<file path="config.mk">
export PLATFORM = sky130hd
export DESIGN_NAME = win_wdog
export DESIGN_NICKNAME = d
export VERILOG_FILES = /design/src/rtl/win_wdog_pkg.sv /design/src/rtl/win_wdog_feed.sv /design/src/rtl/win_wdog_cnt.sv /design/src/rtl/win_wdog_mode.sv /design/src/rtl/win_wdog.sv
export SDC_FILE = /design/constraint.sdc
export NUM_CORES = 1
export LEC_CHECK = 0
export BUFFER_PORTS_ARGS = -buffer_cell sky130_fd_sc_hd__buf_2
export CAP_MARGIN = 20
export CORE_MARGIN = 5
export CORE_UTILIZATION = 39
export CTS_CLUSTER_SIZE = 20
export DETAILED_ROUTE_END_ITERATION = 12
export SYNTH_ARGS = -nofsm -noshare
export SYNTH_HDL_FRONTEND = slang
export SYNTH_SLANG_ARGS = --single-unit
</file>
<file path="constraint.sdc">
create_clock -name clk_i -period 5.5 [get_ports clk_i]
set_input_delay 0.825 -clock clk_i [delete_from_list [all_inputs] [get_ports clk_i]]
set_output_delay 0.825 -clock clk_i [all_outputs]
set_load 0.03 [all_outputs]
</file>
<file path="src/rtl/win_wdog_pkg.sv">
package win_wdog_pkg;
  typedef enum logic [2:0] {
    ADDR_MODE   = 3'd0,
    ADDR_TCONST = 3'd1,
    ADDR_FEED   = 3'd2,
    ADDR_WARN   = 3'd3,
    ADDR_WINDOW = 3'd4,
    ADDR_COUNT  = 3'd5
  } wd_addr_e;

  localparam int unsigned MODE_W  = 6;
  localparam int unsigned B_EN    = 0;
  localparam int unsigned B_RSTEN = 1;
  localparam int unsigned B_TOF   = 2;
  localparam int unsigned B_WINT  = 3;
  localparam int unsigned B_PROT  = 4;
  localparam int unsigned B_LOCK  = 5;

  // bits that software can only set
  localparam logic [MODE_W-1:0] STICKY_MASK = 6'b110011;

  localparam logic [7:0] KEY_ARM  = 8'hAA;
  localparam logic [7:0] KEY_FIRE = 8'h55;
endpackage

</file>
<file path="src/rtl/win_wdog_feed.sv">
module win_wdog_feed
  import win_wdog_pkg::*;
(
  input  logic       clk_i,
  input  logic       rst_ni,
  input  logic       wr_en_i,
  input  logic       is_feed_i,
  input  logic [7:0] key_i,
  output logic       done_o,
  output logic       err_o
);
  logic armed_q;
  logic hit_arm, hit_fire;

  assign hit_arm  = wr_en_i & is_feed_i & (key_i == KEY_ARM);
  assign hit_fire = wr_en_i & is_feed_i & (key_i == KEY_FIRE);
  assign done_o   = armed_q & hit_fire;
  assign err_o    = armed_q & wr_en_i & ~hit_fire;

  // once armed, the very next write either completes or aborts
  always_ff @(posedge clk_i or negedge rst_ni) begin
    if (!rst_ni)      armed_q <= 1'b0;
    else if (wr_en_i) armed_q <= ~armed_q & hit_arm;
  end
endmodule

</file>
<file path="src/rtl/win_wdog_cnt.sv">
module win_wdog_cnt #(
  parameter int unsigned      CNT_W  = 16,
  parameter logic [CNT_W-1:0] TC_RST = 16'h00FF
) (
  input  logic             clk_i,
  input  logic             rst_ni,
  input  logic             run_i,
  input  logic             load_i,
  input  logic [CNT_W-1:0] load_val_i,
  output logic [CNT_W-1:0] cnt_o,
  output logic             expire_o
);
  localparam logic [CNT_W-1:0] ONE = {{(CNT_W-1){1'b0}}, 1'b1};

  logic [CNT_W-1:0] cnt_q;

  assign cnt_o    = cnt_q;
  assign expire_o = run_i & ~load_i & (cnt_q == ONE);

  always_ff @(posedge clk_i or negedge rst_ni) begin
    if (!rst_ni)                       cnt_q <= TC_RST;
    else if (load_i)                   cnt_q <= load_val_i;
    else if (run_i && cnt_q != '0)     cnt_q <= cnt_q - ONE;
  end
endmodule

</file>
<file path="src/rtl/win_wdog_mode.sv">
module win_wdog_mode
  import win_wdog_pkg::*;
(
  input  logic              clk_i,
  input  logic              rst_ni,
  input  logic              wr_i,
  input  logic [MODE_W-1:0] data_i,
  input  logic              tof_set_i,
  input  logic              warn_hit_i,
  input  logic              warn_eq_i,
  input  logic              feed_ok_i,
  output logic [MODE_W-1:0] mode_o,
  output logic              running_o,
  output logic              lock_o
);
  logic running_q, lock_q;

  for (genvar i = 0; i < MODE_W; i++) begin : g_bit
    logic bit_q;
    if (STICKY_MASK[i]) begin : g_sticky
      always_ff @(posedge clk_i or negedge rst_ni) begin
        if (!rst_ni)                bit_q <= 1'b0;
        else if (wr_i && data_i[i]) bit_q <= 1'b1;
      end
    end else if (i == B_TOF) begin : g_tof
      // hardware set wins over write-0 clear
      always_ff @(posedge clk_i or negedge rst_ni) begin
        if (!rst_ni)                 bit_q <= 1'b0;
        else if (tof_set_i)          bit_q <= 1'b1;
        else if (wr_i && !data_i[i]) bit_q <= 1'b0;
      end
    end else begin : g_wint
      // write-1 clear wins unless counter sits on the threshold
      always_ff @(posedge clk_i or negedge rst_ni) begin
        if (!rst_ni)                             bit_q <= 1'b0;
        else if (wr_i && data_i[i] && !warn_eq_i) bit_q <= 1'b0;
        else if (warn_hit_i)                     bit_q <= 1'b1;
      end
    end
    assign mode_o[i] = bit_q;
  end

  always_ff @(posedge clk_i or negedge rst_ni) begin
    if (!rst_ni) begin
      running_q <= 1'b0;
      lock_q    <= 1'b0;
    end else begin
      if (mode_o[B_EN] && feed_ok_i)   running_q <= 1'b1;
      if (mode_o[B_LOCK] && feed_ok_i) lock_q    <= 1'b1;
    end
  end

  assign running_o = running_q;
  assign lock_o    = lock_q;
endmodule

</file>
<file path="src/rtl/win_wdog.sv">
module win_wdog
  import win_wdog_pkg::*;
#(
  parameter int unsigned      CNT_W  = 16,
  parameter logic [CNT_W-1:0] TC_RST = 16'h00FF
) (
  input  logic             clk_i,
  input  logic             rst_ni,
  input  logic             wr_en_i,
  input  logic [2:0]       wr_addr_i,
  input  logic [CNT_W-1:0] wr_data_i,
  input  logic [2:0]       rd_addr_i,
  output logic [CNT_W-1:0] rd_data_o,
  output logic             warn_irq_o,
  output logic             tof_o,
  output logic             rst_req_o,
  output logic             lock_o
);
  localparam int unsigned PAD_W = CNT_W - MODE_W;

  logic [CNT_W-1:0]  tconst_q, warn_q, window_q, cnt;
  logic [MODE_W-1:0] mode;
  logic wr_mode, tc_wr, wr_feed, wr_warn, wr_window;
  logic feed_done, seq_err, feed_ok, feed_err;
  logic prot_viol, expire, tof_evt, running, lock_act;
  logic warn_hit, warn_eq, below_both;
  logic rst_req_q;

  assign wr_mode   = wr_en_i & (wr_addr_i == ADDR_MODE);
  assign tc_wr     = wr_en_i & (wr_addr_i == ADDR_TCONST);
  assign wr_feed   = wr_en_i & (wr_addr_i == ADDR_FEED);
  assign wr_warn   = wr_en_i & (wr_addr_i == ADDR_WARN);
  assign wr_window = wr_en_i & (wr_addr_i == ADDR_WINDOW);

  assign warn_hit   = cnt <= warn_q;
  assign warn_eq    = cnt == warn_q;
  assign below_both = (cnt < warn_q) & (cnt < window_q);

  assign prot_viol = tc_wr & mode[B_PROT] & ~below_both;
  assign feed_ok   = feed_done & (~running | (cnt <= window_q));
  assign feed_err  = seq_err | (feed_done & ~feed_ok);
  assign tof_evt   = expire | feed_err | prot_viol;

  win_wdog_feed u_feed (
    .clk_i     (clk_i),
    .rst_ni    (rst_ni),
    .wr_en_i   (wr_en_i),
    .is_feed_i (wr_feed),
    .key_i     (wr_data_i[7:0]),
    .done_o    (feed_done),
    .err_o     (seq_err)
  );

  win_wdog_cnt #(.CNT_W(CNT_W), .TC_RST(TC_RST)) u_cnt (
    .clk_i      (clk_i),
    .rst_ni     (rst_ni),
    .run_i      (running),
    .load_i     (feed_ok),
    .load_val_i (tconst_q),
    .cnt_o      (cnt),
    .expire_o   (expire)
  );

  win_wdog_mode u_mode (
    .clk_i      (clk_i),
    .rst_ni     (rst_ni),
    .wr_i       (wr_mode),
    .data_i     (wr_data_i[MODE_W-1:0]),
    .tof_set_i  (tof_evt),
    .warn_hit_i (warn_hit),
    .warn_eq_i  (warn_eq),
    .feed_ok_i  (feed_ok),
    .mode_o     (mode),
    .running_o  (running),
    .lock_o     (lock_act)
  );

  always_ff @(posedge clk_i or negedge rst_ni) begin
    if (!rst_ni) begin
      tconst_q  <= TC_RST;
      warn_q    <= '0;
      window_q  <= '1;
      rst_req_q <= 1'b0;
    end else begin
      if (tc_wr && !prot_viol) tconst_q <= wr_data_i;
      if (wr_warn)             warn_q   <= wr_data_i;
      if (wr_window)           window_q <= wr_data_i;
      rst_req_q <= tof_evt & mode[B_RSTEN];
    end
  end

  always_comb begin
    unique case (rd_addr_i)
      ADDR_MODE:   rd_data_o = {{PAD_W{1'b0}}, mode};
      ADDR_TCONST: rd_data_o = tconst_q;
      ADDR_WARN:   rd_data_o = warn_q;
      ADDR_WINDOW: rd_data_o = window_q;
      ADDR_COUNT:  rd_data_o = cnt;
      default:     rd_data_o = '0;
    endcase
  end

  assign warn_irq_o = mode[B_WINT] & running;
  assign tof_o      = mode[B_TOF];
  assign rst_req_o  = rst_req_q;
  assign lock_o     = lock_act;
endmodule

</file>
==> impl_results.md, run 1 <==
- Status: completed
- Die ar.: 0.0137 sq mm
- Dpl cell area: approximately 0.0048 sq mm
- Number of synthesized flops with an enable pin: 0
- Detailed-route wire length per cell: between 15 and 20 microns
- Bufs and invs on worst path: 2
- Hold WS: ~0.47 ns
- Share of power burned in registers: 0.405
- Clk pwr share: 0.379
- Max Cap Viol: 0
- Total gr overflow: 0
- Hold WC Path Type: reg -> reg
- Fmax: ~0.3 GHz
- H-tree depth: 3
- Row Count: 39
- Design area: about 0.0052 sq mm
- Main combinational cell family by area after synthesis: multiplexers
- Die Wd: ~120 microns
- Net switching power: around 500 uW
- DRT Pass-1 Iters: 4
- CTS buffer count: 9
- Initial antenna violation count: 0
- Placed wire-length estimate: 8.25 mm
- Comb pwr share: 0.216
- Slew headroom: 0.320
- Syn. warnings: 0
- Slowest stage delay, CP: 0.63 ns
- GR Util met1: 0.241
- Via density: roughly 5.5
- ANT nets after route: 0
- Final worst-path cycle share: 0.613
- Peak supply drop: approximately 160 uV
- Final Setup Violations: 0
- Nets: roughly 540
- Worst skew pair latency: between 0.3 and 0.4 ns
- RSZ-0062 raised after global routing: no
- Static leakage: around 0.0023 uW
- CTS root buf: clkbuf_16
- Via count: about 3.5k
- Layout cells sized above 1: 0.287
- Fin Setup TNS: 0 ns
- Post-Route Skew: between 0.005 and 0.006 ns
- Worst endpoint data arrival time: around 2.6 ns
- Final worst path period need: between 3 and 4 ns
- Slowest stage cell, crit path: nand2b_1
- Worst slew pin tran: a little over 1 ns
- Core Area: roughly 0.011 sq mm
- Synth-to-layout area growth: 16.0%
- First-pass GRT wire length: between 15 and 20 mm
- XOR/XNOR share of the synthesized area: 0.0196
- Syn_nets: 500
- GRT Max-Usage Layer: met2
- Ordered list of cells on the worst path: buf_2 -> nand2b_1 -> o22ai_1 -> buf_2
- Count of input and output buffers: 44
- Critical Path Most Common Cell: buf_2
- Mapped Cells: 441
- WP data required: between 4 and 5 ns
- Clk buf depth: 2
- Unique masters post-synth: 47
- GR met2 Demand/Resource: 0.295
- Crit-path max FO: 17
- Cell Pwr Density: 343 mW/mm^2
- Worst-path clk slew: approximately 0.060 ns
- Area of the multi-input gates: between 0.002 and 0.0025 sq mm
- Post-CTS sizing: 0
- Die height: 117 microns
- Adder-cell share of the synthesized area: 0.0950
- Worst Setup Start Kind: input port
- Switching Fraction: 0.287
- Starting Density: 0.396
- Crit Path Category: in -> out
- Slew Limit Fails: 0
- Mean Syn Cell Area: just over 10 sq um
- Mux cell area share after synthesis: 0.160
- Post-Syn Area: about 0.0045 sq mm
- Ys async rst share: 1.00
- Largest net degree at the start of global routing: 75
- Initial detailed-routing violation count: 147
- Drt drc: 0
- Final hold vios: 0
- Reg area: between 0.0015 and 0.002 sq mm
- Clock Sinks: 74
- Top delay family on crit path: buffers and inverters
- Number of global-route vias before repair: around 3.5k
- Simple-gate share of the synthesized area: 0.118
- GP Congestion: just over 0.8
- Seq/Total Area, Yosys: 0.422
- Final WL: around 12 mm
- Int Power: between 1000 and 1500 uW
- Met3 usage: 0.0375
- Setup repair bufs after CTS: 0
- CTS tree: done
- CTS Hold Bufs: 0
- Compound-Gate Fraction of Synth Area: 0.132
- Critical path capture point type: output pin
- # IOs: 45
- Yosys reg bits: 74
- Global Route Usage Sum: 0.179
- Most used flip-flop cell after synthesis: dfrtp_1
- Antenna Diode Count: 0
- FILL cells: roughly 1.1k
-- tightest hold or removal path: stages (launching register included) --
cell and delay, ns:
dfrtp_1 0.34, inv_1 0.05, nand2_1 0.05
-- cells in the final DEF (no fill, tap or decap), drive strengths merged, types with 6 or more instances in the layout --
master  instances
a21oi          28
mux4            6
dfstp          32
clkbuf          9
nand2          42
o21ai          23
ha             34
nand2b          6
o22ai          16
nor2           20
mux2           33
mux2i          21
buf            47
dfrtp          42
nand4           7
inv            43
-- power groups by stage --
stage / registers, uW / logic (uW) / clock network [uW]
2_1_floorplan: 713 / 274 / 0
3_3_place_gp: 725 / 378 / 0
3_5_place_dp: 729 / 387 / 0
4_1_cts: 721 / 390 / 687
5_1_grt: 735 / 432 / 711
6_report: 721 / 383 / 675
-- final cells by class --
cell class | instances | share of cell area
clock buffers | 9 | 0.0434
clock inverters | 7 | 0.0227
inverters | 43 | 0.0311
multi-input cells | 305 | 0.457
flip-flops and latches | 74 | 0.364
well taps | 143 | 0.0345
repair buffers | 47 | 0.0472
-- worst paths after layout --
check / slack, ns / to / from / depth (start not counted)
min in group asynchronous: 0.61 / u_mode.g_bit[2].bit_q / rst_ni / 1
min: 0.47 / u_mode.g_bit[5].bit_q / u_mode.g_bit[5].bit_q / 2
min reg2reg: 0.47 / u_mode.g_bit[5].bit_q / u_mode.g_bit[5].bit_q / 2
max: 2.13 / rd_data_o[14] / rd_addr_i[0] / 4
max in group asynchronous: 4.24 / u_mode.g_bit[3].bit_q / rst_ni / 1
max reg2reg: 2.42 / tconst_q[12] / window_q[11] / 8
-- state kept, by name, summed over array words and instances (netlist names) --
signal,cells
tconst_q,16
u_cnt.cnt_o,16
warn_q,16
window_q,16
u_mode.g_bit.bit_q,6
rst_req_o,1
u_feed.armed_q,1
u_mode.lock_o,1
u_mode.running_o,1
-- kinds of logic (layout without fill, tap and decap cells) --
| kind of cell | after synthesis | count (layout) |
|---|---|---|
| muxes | 60 | 60 |
| xor gates and xnor gates | 10 | 10 |
| DFF | 74 | 74 |
| AOI/OAI and AO/OA | 94 | 94 |
| buffers and inverters | 62 | 106 |
| and+or+nand+nor | 107 | 107 |
| adders and majority gates | 34 | 34 |
-- through the flow --
step	total power (uW)	util	std cells	setup WS, ns
6_report	1780	0.459	628	2.13
5_1_grt	1880	0.459	628	1.97
4_1_cts	1800	0.459	628	2.06
3_5_place_dp	1120	0.428	612	2.07
3_3_place_gp	1100	0.428	612	2.11
2_1_floorplan	987	-	441	2.35
-- Yosys cell counts, types with 5 or more instances --
cell type   n  area share
inv_1      43       0.036
dfrtp_1    42        0.23
nand2_1    42       0.035
ha_1       34       0.095
mux2_2     33       0.083
dfstp_2    32        0.19
a21oi_1    28       0.031
o21ai_0    23       0.026
mux2i_1    21       0.047
nor2_1     20       0.017
o22ai_1    16       0.022
clkbuf_1   15       0.013
nand4_1     7      0.0098
mux4_2      6       0.030
nand2b_1    6      0.0084
a21o_1      5      0.0084
nand3_1     5      0.0056
xnor2_1     5      0.0098
xor2_1      5      0.0098
-- metal layers --
| metal | share of wire | up-vias |
|---|---|---|
| li1 | - | 1653 |
| met1 | 0.45 | 1720 |
| met2 | 0.49 | 75 |
| met3 | 0.040 | 13 |
| met4 | 0.014 | 0 |
| met5 | 0 | - |
Note: power is estimated with default switching activity, not from simulation.
==> run 2, diff against run 1 <==
==> constraint.sdc (replaced) <==
create_clock -name clk_i -period 2.8 [get_ports clk_i]
set_input_delay 0.42 -clock clk_i [delete_from_list [all_inputs] [get_ports clk_i]]
set_output_delay 0.42 -clock clk_i [all_outputs]
set_load 0.03 [all_outputs]
==> run 2 against run 1 <==
  * Worst hold slack worse by 0.23 ns
  * Cell count is 1.6% higher
  * Largest cell class unchanged
  * Setup slack worse by 2.0 ns
  * Flip-flop and latch count stayed put
  * Sequential power grew 98%
  * Critical path depth is 3 higher
==> impl_results.md, run 2 (synthesis results as in run 1) <==
- Die ar.: roughly 0.014 sq mm
- Starting Density: 0.396
- Commonest non-fill, non-tap cells in the layout: inv_1, buf_2, nand2_1, dfrtp_1, ha_1
- Critical path capture point type: flip-flop
- Clock Sinks: 74
- Fin Setup TNS: 0 ns
- Crit-path max FO: 6
- Max Cap Viol: 0
- H-tree depth: 3
- Clk pwr share: 0.324
- # IOs: 45
- CTS root buf: clkbuf_16
- RSZ-0062 raised after global routing: no
- Initial detailed-routing violation count: approximately 170
- Total gr overflow: 0
- Worst setup startpoint: u_cnt.cnt_o[6]
- Cell Pwr Density: 620 mW/mm^2
- Nets: around 550
- Net switching power: ~970 uW
- Worst-path clk slew: approximately 0.05 ns
- Detailed-route wire length per cell: between 15 and 20 microns
- Number of global-route vias before repair: approximately 3.6k
- Setup repair bufs after CTS: 0
- Count of input and output buffers: 44
- Via count: around 3.5k
- Non-Filler Instances: between 600 and 700
- CTS tree: done
- Status: completed
- Static leakage: 0.00229 uW
- Via density: ~5.4
- Final Setup Violations: 0
- Final worst-path cycle share: 0.939
- Drt drc: 0
- Crit Path Category: reg -> reg
- Worst Setup Start Kind: flip-flop
- GP Congestion: approximately 0.85
- Global Route Usage Sum: 0.185
- Worst endpoint data arrival time: approximately 2.9 ns
- Core Area: 0.0113 sq mm
- Ordered list of cells on the worst path: or4_1 -> or4_1 -> o41ai_4 -> nor3_1 -> nand2_1 -> xor2_1 -> a21oi_1
- Final WL: 11.8 mm
- Final hold vios: 0
- Row Count: 39
- Setup slack, reg-to-reg: roughly 0.17 ns
- Design area: roughly 0.0052 sq mm
- Synth-to-layout area growth: 16.1%
- Placed wire-length estimate: between 8 and 9 mm
- Slowest stage delay, CP: 0.58 ns
- FF-to-FF Start: u_cnt.cnt_o[6]
- R2R Path End: u_cnt.cnt_o[13]
- Slew Limit Fails: 0
- Comb pwr share: 0.234
- Slew headroom: 0.360
- Die Wd: roughly 120 microns
- ANT nets after route: 0
- Hold WC Path Type: in -> async
- Peak supply drop: roughly 390 uV
- Int Power: ~2300 uW
- Largest net degree at the start of global routing: 75
- Fmax: approximately 0.38 GHz
- Worst slew pin tran: between 0.9 and 1 ns
- Reg2reg path depth: 7
- Slowest stage cell, crit path: or4_1
- Final worst path period need: about 2.6 ns
- Critical Path Sink: u_cnt.cnt_o[13]
- Placed cell count: a little over 600
- Post-CTS sizing: 0
- Clk buf depth: 2
- Switching Fraction: 0.302
- First-pass GRT wire length: around 19 mm
- CTS Hold Bufs: 0
- Initial antenna violation count: 0
- Worst skew pair latency: ~0.34 ns
- CTS buffer count: 9
- Share of power burned in registers: 0.442
- Antenna Diode Count: 0
- Layout cells sized above 1: 0.291
- DRT Pass-1 Iters: 4
- Die height: about 120 microns
- WP data required: slightly above 3 ns
- Post-Route Skew: ~0.0065 ns
- Dpl cell area: between 0.004 and 0.005 sq mm
- Critical Path Most Common Cell: or4_1
-- run 2: cell types whose count changed in the layout (fill, tap and decap cells not counted) --
cell	before	now
buf_12	0	1
clkbuf_1	0	5
clkinvlp_4	3	0
bufinv_16	3	0
buf_4	4	13
clkbuf_8	0	1
-- run 2: final cells by class --
class                           instances  area [sq um]
Timing Repair Buffer                   57           333
Clock inverter                          1          5.00
Fill cell                            1111          6120
Sequential cell                        74          1890
Inverter                               43           161
Clock buffer                           15           258
Tap cell                              143           179
Multi-Input combinational cell        305          2370
-- run 2: worst min path at each step --
stage               depth (start not counted)               endpoint  slack [ns]
global route                                3            window_q[9]        0.32
CTS                                         1  u_mode.g_bit[3].bit_q        0.28
floorplan                                   0              rst_req_o        0.12
finish                                      1  u_mode.g_bit[2].bit_q        0.24
detailed placement                          1          u_mode.lock_o        0.47
global placement                            1          u_mode.lock_o        0.46
-- run 2: critical path: cells and delay by family (launching register included) --
family / cells / cell delay [ns]
AOI/OAI and AO/OA: 2 / 0.53
xor gates and xnor gates: 1 / 0.16
DFF: 1 / 0.39
and+or+nand+nor: 4 / 1.43
-- run 2: routing by layer --
layer  global-route usage  up-vias  wire, microns  part of all wire
met5                    0        -              0                 0
met4               0.0596        0            253             0.021
met3               0.0545       19            516             0.044
met2                0.299       59           5750              0.49
met1                0.239     1709           5330              0.45
li1                     -     1681              -                 -
-- run 2: power by group through the flow --
stage          registers (uW)  logic (uW)  clock network (uW)
2_1_floorplan            1400         539                   0
3_3_place_gp             1430         747                   0
3_5_place_dp             1440         759                   0
4_1_cts                  1420         767                1070
5_1_grt                  1450         855                1120
6_report                 1430         756                1050
-- run 2: metrics by stage --
| step | total power [uW] | hold slack (ns) | utilization | worst slack [ns] |
|---|---|---|---|---|
| finish | 3230 | 0.235 | 0.459 | 0.171 |
| global route | 3420 | 0.318 | 0.459 | 0.0282 |
| CTS | 3260 | 0.279 | 0.459 | 0.189 |
| detailed placement | 2200 | 0.467 | 0.436 | 0.200 |
| global placement | 2180 | 0.456 | 0.436 | 0.273 |
| floorplan | 1940 | 0.124 | - | 0.0704 |
